## src/rtl/vcib_pkg.sv

```systemverilog
package vcib_pkg;
    typedef enum logic [1:0] {
        LANE_FREE   = 2'd0,
        LANE_WAIT   = 2'd1,
        LANE_ACTIVE = 2'd2
    } lane_state_e;
endpackage

```

## src/rtl/vcib_lane_fifo.sv

```systemverilog
module vcib_lane_fifo #(
    parameter int DEPTH  = 4,
    parameter int WORD_W = 18
) (
    input  logic                      clk,
    input  logic                      rst_n,
    input  logic                      wr_en,
    input  logic [WORD_W-1:0]         wr_word,
    input  logic                      rd_en,
    output logic [WORD_W-1:0]         front,
    output logic [$clog2(DEPTH+1)-1:0] count,
    output logic                      full,
    output logic                      empty
);
    localparam int PW = (DEPTH > 1) ? $clog2(DEPTH) : 1;
    localparam int CW = $clog2(DEPTH + 1);

    logic [WORD_W-1:0] mem [DEPTH];
    logic [PW-1:0]     wr_ptr, rd_ptr;
    logic [CW-1:0]     cnt_q;

    function automatic logic [PW-1:0] bump(input logic [PW-1:0] p);
        return (p == PW'(DEPTH - 1)) ? '0 : p + PW'(1);
    endfunction

    always_ff @(posedge clk) begin
        if (wr_en) mem[wr_ptr] <= wr_word;
    end

    always_ff @(posedge clk or negedge rst_n) begin
        if (!rst_n) begin
            wr_ptr <= '0;
            rd_ptr <= '0;
            cnt_q  <= '0;
        end else begin
            if (wr_en) wr_ptr <= bump(wr_ptr);
            if (rd_en) rd_ptr <= bump(rd_ptr);
            unique case ({wr_en, rd_en})
                2'b10:   cnt_q <= cnt_q + CW'(1);
                2'b01:   cnt_q <= cnt_q - CW'(1);
                default: cnt_q <= cnt_q;
            endcase
        end
    end

    always_comb begin
        front = mem[rd_ptr];
        count = cnt_q;
        full  = (cnt_q == CW'(DEPTH));
        empty = (cnt_q == '0);
    end

    // the lane controller never pushes into a full queue
    p_no_overflow_r3: assert property (@(posedge clk) disable iff (!rst_n)
        wr_en |-> !full);
    // never pop an empty queue
    p_no_underflow_r6: assert property (@(posedge clk) disable iff (!rst_n)
        rd_en |-> !empty);
    // write plus pop in one cycle keeps occupancy
    p_keep_occupancy_r9: assert property (@(posedge clk) disable iff (!rst_n)
        (wr_en && rd_en) |=> $stable(count));
    // a lone write grows occupancy by one
    p_grow_r2: assert property (@(posedge clk) disable iff (!rst_n)
        (wr_en && !rd_en) |=> count == $past(count) + CW'(1));
endmodule

```

## src/rtl/vcib_lane_fsm.sv

```systemverilog
module vcib_lane_fsm
    import vcib_pkg::*;
(
    input  logic        clk,
    input  logic        rst_n,
    input  logic        head_accepted,
    input  logic        grant,
    input  logic        tail_popped,
    input  logic        left_nonempty,
    output lane_state_e state
);
    lane_state_e state_q, state_d;

    always_ff @(posedge clk or negedge rst_n) begin
        if (!rst_n) state_q <= LANE_FREE;
        else        state_q <= state_d;
    end

    always_comb begin
        state_d = state_q;
        unique case (state_q)
            LANE_FREE:   if (head_accepted) state_d = LANE_WAIT;
            LANE_WAIT:   if (grant)         state_d = LANE_ACTIVE;
            LANE_ACTIVE: if (tail_popped)   state_d = left_nonempty ? LANE_WAIT : LANE_FREE;
            default:                        state_d = LANE_FREE;
        endcase
    end

    assign state = state_q;

    // claim transition
    p_claim_r4: assert property (@(posedge clk) disable iff (!rst_n)
        (state_q == LANE_FREE && head_accepted) |=> state_q == LANE_WAIT);
    // grant to an active lane without tail pop changes nothing
    p_grant_ignored_r5: assert property (@(posedge clk) disable iff (!rst_n)
        (state_q == LANE_ACTIVE && grant && !tail_popped) |=> state_q == LANE_ACTIVE);
    // tail departure leaves active
    p_release_r8: assert property (@(posedge clk) disable iff (!rst_n)
        (state_q == LANE_ACTIVE && tail_popped) |=> state_q != LANE_ACTIVE);
endmodule

```

## src/rtl/vcib_credit_ret.sv

```systemverilog
module vcib_credit_ret #(
    parameter int LW = 2
) (
    input  logic          clk,
    input  logic          rst_n,
    input  logic          pop_valid,
    input  logic [LW-1:0] pop_lane,
    output logic          credit_valid,
    output logic [LW-1:0] credit_lane
);
    always_ff @(posedge clk or negedge rst_n) begin
        if (!rst_n) begin
            credit_valid <= 1'b0;
            credit_lane  <= '0;
        end else begin
            credit_valid <= pop_valid;
            if (pop_valid) credit_lane <= pop_lane;
        end
    end

    // one tagged credit per pop, none otherwise
    p_credit_tag_r7: assert property (@(posedge clk) disable iff (!rst_n)
        pop_valid |=> (credit_valid && credit_lane == $past(pop_lane)));
    p_credit_idle_r7: assert property (@(posedge clk) disable iff (!rst_n)
        !pop_valid |=> !credit_valid);
endmodule

```

## src/rtl/vc_input_buffer.sv

```systemverilog
module vc_input_buffer
    import vcib_pkg::*;
#(
    parameter int NUM_LANES  = 4,
    parameter int LANE_DEPTH = 4,
    parameter int FLIT_W     = 16,
    parameter int LW         = (NUM_LANES > 1) ? $clog2(NUM_LANES) : 1,
    parameter int CW         = $clog2(LANE_DEPTH + 1)
) (
    input  logic                        clk,
    input  logic                        rst_n,
    input  logic                        in_valid,
    input  logic [LW-1:0]               in_lane,
    input  logic                        in_head,
    input  logic                        in_tail,
    input  logic [FLIT_W-1:0]           in_data,
    input  logic                        grant_valid,
    input  logic [LW-1:0]               grant_lane,
    input  logic                        deq_valid,
    input  logic [LW-1:0]               deq_lane,
    output logic [NUM_LANES-1:0]        head_valid,
    output logic [NUM_LANES-1:0]        head_is_head,
    output logic [NUM_LANES-1:0]        head_is_tail,
    output logic [NUM_LANES*FLIT_W-1:0] head_data,
    output logic [2*NUM_LANES-1:0]      lane_state,
    output logic [NUM_LANES*CW-1:0]     lane_count,
    output logic                        credit_valid,
    output logic [LW-1:0]               credit_lane,
    output logic                        overflow_err
);
    localparam int WORD_W = FLIT_W + 2;

    logic [NUM_LANES-1:0] pop_en, drop_hit;
    logic                 ovf_q;

    for (genvar i = 0; i < NUM_LANES; i++) begin : g_lane
        logic              sel_wr, acc_wr, sel_deq, lane_full, lane_empty;
        logic [CW-1:0]     cnt;
        logic [WORD_W-1:0] front;
        lane_state_e       st;

        assign sel_wr     = in_valid && (in_lane == LW'(i));
        assign acc_wr     = sel_wr && !lane_full;
        assign drop_hit[i] = sel_wr && lane_full;
        assign sel_deq    = deq_valid && (deq_lane == LW'(i));
        assign pop_en[i]  = sel_deq && (st == LANE_ACTIVE) && !lane_empty;

        vcib_lane_fifo #(.DEPTH(LANE_DEPTH), .WORD_W(WORD_W)) u_fifo (
            .clk     (clk),
            .rst_n   (rst_n),
            .wr_en   (acc_wr),
            .wr_word ({in_head, in_tail, in_data}),
            .rd_en   (pop_en[i]),
            .front   (front),
            .count   (cnt),
            .full    (lane_full),
            .empty   (lane_empty)
        );

        vcib_lane_fsm u_fsm (
            .clk           (clk),
            .rst_n         (rst_n),
            .head_accepted (acc_wr && in_head),
            .grant         (grant_valid && (grant_lane == LW'(i))),
            .tail_popped   (pop_en[i] && front[FLIT_W]),
            .left_nonempty ((cnt > CW'(1)) || acc_wr),
            .state         (st)
        );

        assign head_valid[i]                   = !lane_empty;
        assign head_is_head[i]                 = front[FLIT_W+1];
        assign head_is_tail[i]                 = front[FLIT_W];
        assign head_data[i*FLIT_W +: FLIT_W]   = front[FLIT_W-1:0];
        assign lane_state[2*i +: 2]            = st;
        assign lane_count[i*CW +: CW]          = cnt;

        // pops happen only on an active lane
        p_pop_active_r6: assert property (@(posedge clk) disable iff (!rst_n)
            pop_en[i] |-> st == LANE_ACTIVE);
    end

    vcib_credit_ret #(.LW(LW)) u_credit (
        .clk          (clk),
        .rst_n        (rst_n),
        .pop_valid    (|pop_en),
        .pop_lane     (deq_lane),
        .credit_valid (credit_valid),
        .credit_lane  (credit_lane)
    );

    always_ff @(posedge clk or negedge rst_n) begin
        if (!rst_n)         ovf_q <= 1'b0;
        else if (|drop_hit) ovf_q <= 1'b1;
    end
    assign overflow_err = ovf_q;

    // overflow flag is sticky
    p_sticky_overflow_r3: assert property (@(posedge clk) disable iff (!rst_n)
        ovf_q |=> ovf_q);
    // a dropped write raises the flag
    p_drop_flags_r3: assert property (@(posedge clk) disable iff (!rst_n)
        (|drop_hit) |=> ovf_q);
    // a single dequeue port pops at most one lane
    p_one_pop_r7: assert property (@(posedge clk) disable iff (!rst_n)
        $onehot0(pop_en));
endmodule

```

## config.mk

```make
export PLATFORM = sky130hd
export DESIGN_NAME = vc_input_buffer
export DESIGN_NICKNAME = d
export VERILOG_FILES = /design/src/rtl/vcib_pkg.sv /design/src/rtl/vcib_lane_fifo.sv /design/src/rtl/vcib_lane_fsm.sv /design/src/rtl/vcib_credit_ret.sv /design/src/rtl/vc_input_buffer.sv
export SDC_FILE = /design/constraint.sdc
export NUM_CORES = 1
export LEC_CHECK = 0
export BUFFER_PORTS_ARGS = -buffer_cell sky130_fd_sc_hd__clkbuf_2
export CORE_UTILIZATION = 35
export DETAILED_ROUTE_END_ITERATION = 8
export PLACE_DENSITY = 0.55
export SETUP_SLACK_MARGIN = 0.1
export SYNTH_ARGS = -nofsm -noshare
export SYNTH_HDL_FRONTEND = slang
export SYNTH_HIERARCHICAL = 1
export SYNTH_SLANG_ARGS = --single-unit
```

## constraint.sdc

```tcl
create_clock -name clk -period 2 [get_ports clk]
set_input_delay 0.1 -clock clk [delete_from_list [all_inputs] [get_ports clk]]
set_output_delay 0.1 -clock clk [all_outputs]
set_load 0.05 [all_outputs]
```

# After elaboration in Yosys (flattened, before gate mapping)
# Memory sizes are Yosys's and may differ from the RTL's.
# Cells that the tools add are included.
# totals
reg_bits	40
latchBits	0
ramBits	288
romBits	0
in_bits	29
out_inout_bits	100
memories	4
# memory_table
memory	words	word_bits	rd	rd_ports_with_merged_regs	write_ports	line_no	source
g_lane[0].u_fifo.mem	4	18	1	0	1	vcib_lane_fifo.sv:18	logic [WORD_W-1:0] mem [DEPTH];
g_lane[1].u_fifo.mem	4	18	1	0	1	vcib_lane_fifo.sv:18	
g_lane[2].u_fifo.mem	4	18	1	0	1	vcib_lane_fifo.sv:18	
g_lane[3].u_fifo.mem	4	18	1	0	1	vcib_lane_fifo.sv:18	
# op_classes
add_sub_neg	16
mul	0
div	0
magnitude_cmp	4
eq_ne	49
shifts	0
n_mux	40
bitwise	0
reduce_logical	69
# op_table
op	n
2-bit equality test, second input constant	22
2-bit two-way mux	20
1-bit logical AND	36
2-bit by 1-bit != test with 1-bit output, second input constant	12
2-bit case mux with 3 select lines	4
3-bit case mux with 2 select lines	4
2-bit by 1-bit equality test with 1-bit output, second input constant	11
2-bit by 1-bit adder with 2-bit output, second input constant	8
2-bit zero test	7
3-bit by 1-bit adder with 3-bit output, second input constant	4
3-bit equality test, second input constant	4
3-bit by 1-bit greater-than comparator with 1-bit output, second input constant	4
3-bit zero test	4
1-bit two-way mux	12
3-bit AND reduction	4
3-bit by 1-bit subtractor with 3-bit output, second input constant	4
1-bit zero test	8
2-bit nonzero test	4
4-bit OR reduction	2
1-bit logical OR	4

# Depth between registers and ports, before layout
# depth
word_depth	7
depth_mapped	10
ltp_nobuf	10

# By module
# Netlist, hierarchy kept.
# modules_own_cells
module	n_inst	cells_per_inst	area_each_um2	seq_area_each_um2
vcib_lane_fifo	4	132	3017.9	2337.2
vcib_lane_fsm	4	10	93.8	50.0
vc_input_buffer	1	43	302.8	25.0
vcib_credit_ret	1	5	97.6	75.1

# Worst setup path after synthesis
# No wires, ideal clock.
# synth_timing
path_kind	register to register
startpoint	register g_lane[3].u_fifo.cnt_q[0]
endpoint	register g_lane[3].u_fifo.cnt_q[2]
setup_ns	0.145
arrival_ns	2.390
setup_slack_ns	-0.535
stages_incl_launch_ff	11
path_buffers	0
synth_period_minus_slack_ns	2.535
path_cell_list	dfrtp_1 > inv_1 > and3_1 > nor3b_1 > inv_1 > ha_1 > inv_1 > fa_1 > xor2_1 > nor2_1 > xor2_1
# synth_between
elab_chain_len	5
elab_cells_between_ends	12
classes_between	add/sub (2); eq/ne (3); mux (1); reduce/logical (6)
# synth_lines
element	line_no	source
start: declaration	vcib_lane_fifo.sv:20	logic [CW-1:0] cnt_q;
start signal: assignment	vcib_lane_fifo.sv:39	2'b10: cnt_q <= cnt_q + CW'(1);
start signal: assignment	vcib_lane_fifo.sv:40	2'b01: cnt_q <= cnt_q - CW'(1);
start signal: assignment	vcib_lane_fifo.sv:41	default: cnt_q <= cnt_q;
3-bit equality test *	vcib_lane_fifo.sv:49	full = (cnt_q == CW'(DEPTH));
via g_lane[3].lane_full	vc_input_buffer.sv:37	logic sel_wr, acc_wr, sel_deq, lane_full, lane_empty;
1-bit zero test *	vc_input_buffer.sv:43	assign acc_wr = sel_wr && !lane_full;
1-bit logical AND *	vc_input_buffer.sv:43	
via g_lane[3].acc_wr	vc_input_buffer.sv:37	
2-bit by 1-bit equality test with 1-bit output or 2-bit equality test (tied branches)	vcib_lane_fifo.sv:38	unique case ({wr_en, rd_en})
3-bit case mux with 2 select lines or 2-bit nonzero test (tied branches)	--	
# The timed path passes the listed nets; every way through them passes the cells marked *.
# A chain may end at the register's enable or synchronous reset.

# Worst setup path after layout
# layout_timing
startpoint	register g_lane[2].u_fifo.rd_ptr[0]
endpoint	output head_data[35]
# layout_between
elab_chain_len	1
# layout_lines
element	line_no	source
start: declaration	vcib_lane_fifo.sv:19	logic [PW-1:0] wr_ptr, rd_ptr;
start signal: assignment	vcib_lane_fifo.sv:37	if (rd_en) rd_ptr <= bump(rd_ptr);
memory read 4 x 18 bit	--	
end: declaration	vc_input_buffer.sv:24	output logic [NUM_LANES*FLIT_W-1:0] head_data,
# Every way passes these cells.

==> metrics <==
Post-Route Skew 21.61 ps; Hold WC Path Type in2reg; maxcap violations 0; reg2reg setup slack 80 ps; Syn Area/Cell 20.86 um^2; fmax 0.4939 GHz; Site Rows 69; Hold WS 49.10 ps; routed vias/inst 4.774; RR Startpoint g_lane[0].u_fifo/count[1]; fin area 17280 um^2; Vert. Die Dim 193.6 um; Die W 193.6 um; # IOs 129; first-pass GRT wire length 41530 um; Slew Limit Fails 0; pwr/cell area 1555 nW/um^2; Detail Route Antenna Nets 0; CP required 1900 ps; Reg clk slew, reported paths 60 ps; CTS Sinks 328; Inserted Clock Buffers 35; CP max FO 7; crit path time final 2025 ps; fill count 2947; Worst Hold Depth 1; WL final 27160 um; Syn Inst Count 616; Final Cycle Share 101.2%; Iter 0 DRT Violations 396; met3 WL 1492 um; Reg area 9679 um^2; dpl hpwl 17330 um; count of cell types in the netlist 31; RD Place Congestion 0.7972; RSZ-0062 raised after global routing true; H-tree depth 2; number of global-route vias before repair 6789; final setup vio count 11; Rel. slew slack 58.29%; Final Hold Violating Endpoints 0; run status finished with violations; Buffers on Ports 128; sequential share of the synthesized area 75.11%; wire length on met2 13430 um; clk root buf clkbuf_16; DRT Pass-1 Iters 4; final setup margin -24.59 ps; via count 6407; peak supply drop 1.268 mV; worst-skew pair later-pin latency 510 ps; post-DR wirelength/cell 20.24 um; hold-critical path endpoint g_lane[1].u_fifo/mem[3][9]; failing checks setup timing; Antenna diodes 0; Max Root-Sink Buffers 3; DRC Markers 0; top sig layer met4; FF-to-FF End g_lane[0].u_fifo/count[2]; critical path data arrival time 1920 ps; Yosys Warn Count 6; footprint of the multi-input gates 3159 um^2; grt ovf 0; initial antenna violation count 0; leak pwr 6.145 nW; CTS tree yes; core area 35830 um^2; cell area after synthesis 12850 um^2; Worst Setup Start Kind register; All-Layer GR Usage 14.64%; Syn Nets 673; element type at the critical path end output pin; Layout area overhead 34.50%; Synth Register Bits 328; Setup CP Type reg2out; share of post-route cells with drive strength above 1 48.13%; placed cell area 14710 um^2; fin nets 912; die footprint 37480 um^2; met1 wire length 11800 um; largest net degree at the start of global routing 23; Slew @ Worst Pin 625.7 ps; reg2reg path depth 10; initial core utilization 35.86%; beginning of the worst hold path in_data[9]
-- sequential cells by signal (all words and copies together), names as in the netlist --
signal and cells:
g_lane.u_fifo/count 12, g_lane.u_fifo/mem 288, g_lane.u_fifo/rd_ptr 8, g_lane.u_fifo/wr_ptr 8
g_lane.u_fsm/state 8, overflow_err 1, u_credit/credit_lane 2, u_credit/credit_valid 1
-- where the power goes --
group / internal [mW] / total [mW] / switching [mW]
sequential: 8.21 / 8.74 / 0.539
clock: 3.69 / 6.21 / 2.52
combinational: 5.25 / 11.9 / 6.67
total: 17.1 / 26.9 / 9.72
-- metrics by stage --
step	cells	total power [mW]	TNS [ps]	util [%]	setup WS [ps]
6_report	1342	26.87	-88.52	48.23	-24.59
2_1_floorplan	616	15.56	-335.9	-	-77.02
3_3_place_gp	1233	17.93	0	41.07	42.71
4_1_cts	1331	26.59	-1868	47.61	-77.05
3_5_place_dp	1233	17.98	0	41.07	9.426
5_1_grt	1342	28.00	-3270	48.23	-84.38
-- area by class of cell --
cell class	count	area share, %
timing repair buffer	218	15.21
tap	461	3.338
sequential	328	56.02
inverter	33	0.7314
clock buffer	43	5.366
multi-input combinational	239	18.28
clock inverter	20	1.050
-- timing repair --
action | in CTS | in global routing
hold endpoints to repair | 24 | 0
pin swaps | 11 | 14
cloned | 3 | 1
hold buffers | 6 | 0
resized for setup | 177 | 66
endpoints found under the setup margin | 78 | 79
buffers inserted | 26 | 10
-- worst max-delay path, cell delays in order, from the launching register on --
cell and delay (ps):
dfrtp_2 390, buf_6 130, buf_16 140, mux4_2 560
clkbuf_16 200
-- Yosys cell counts, drive strengths merged --
cell type / count / share of area (%)
nand2: 16 / 0.47
o21ai: 16 / 0.62
nor3: 6 / 0.23
buf: 16 / 1.1
dfrtp: 40 / 7.8
and3b: 1 / 0.068
nand2b: 4 / 0.21
nor4: 3 / 0.29
o221ai: 1 / 0.068
or4: 1 / 0.058
nor3b: 3 / 0.18
fa: 4 / 0.62
inv: 33 / 0.96
xor2: 8 / 0.55
mux2: 10 / 0.88
nand4bb: 1 / 0.088
or3: 8 / 0.39
and2: 24 / 1.2
mux4: 72 / 13
xnor2: 4 / 0.27
edfxtp: 288 / 67
nor2: 14 / 0.41
nand4b: 4 / 0.27
ha: 24 / 2.3
and3: 5 / 0.24
mux2i: 10 / 0.78
-- layout by cell type, fill, tap and decap left out, types with 9 or more instances in the layout --
cell and count:
edfxtp_1 288, mux4_2 72, buf_8 57, clkbuf_2 56
clkbuf_16 52, buf_4 46, buf_12 26, dfrtp_2 24
inv_1 20, ha_1 20, and2_2 17, dfrtp_1 16
nand2_1 15, nor2_1 13, inv_2 12, o21ai_0 12
mux2i_1 10, clkinv_1 9
-- metal layers --
| metal | vias to the layer above | GRT usage [%] |
|---|---|---|
| li1 | 2926 | - |
| met1 | 3287 | 19.64 |
| met2 | 163 | 23.99 |
| met3 | 31 | 3.312 |
| met4 | 0 | 3.970 |
| met5 | - | 0 |
-- logic make-up (layout without fill, tap and decap cells) --
family,after synthesis,count (layout),share of synthesized area [%]
AO/OA/AOI/OAI,17,17,0.6915
AND/OR/NAND/NOR,90,90,4.091
flip-flops,328,328,75.11
buffers and inverters,49,314,2.055
adder cells (fa/ha/maj),28,28,2.961
XOR/XNOR,12,12,0.8181
multiplexers,92,92,14.28
-- how the worst max path moves through the flow --
stage	cells past startpoint	start	slack [ps]	to
floorplan	9	g_lane[1].u_fifo/count[2]	-80	g_lane[1].u_fifo/count[2]
global placement	8	g_lane[0].u_fifo/count[2]	40	g_lane[0].u_fifo/count[2]
detailed placement	8	g_lane[0].u_fifo/count[2]	9	g_lane[0].u_fifo/count[2]
CTS	4	g_lane[3].u_fifo/rd_ptr[0]	-80	head_data[54]
global route	4	g_lane[2].u_fifo/rd_ptr[0]	-80	head_data[35]
finish	4	g_lane[2].u_fifo/rd_ptr[0]	-20	head_data[35]
Note: power is estimated with default switching activity, not from simulation.
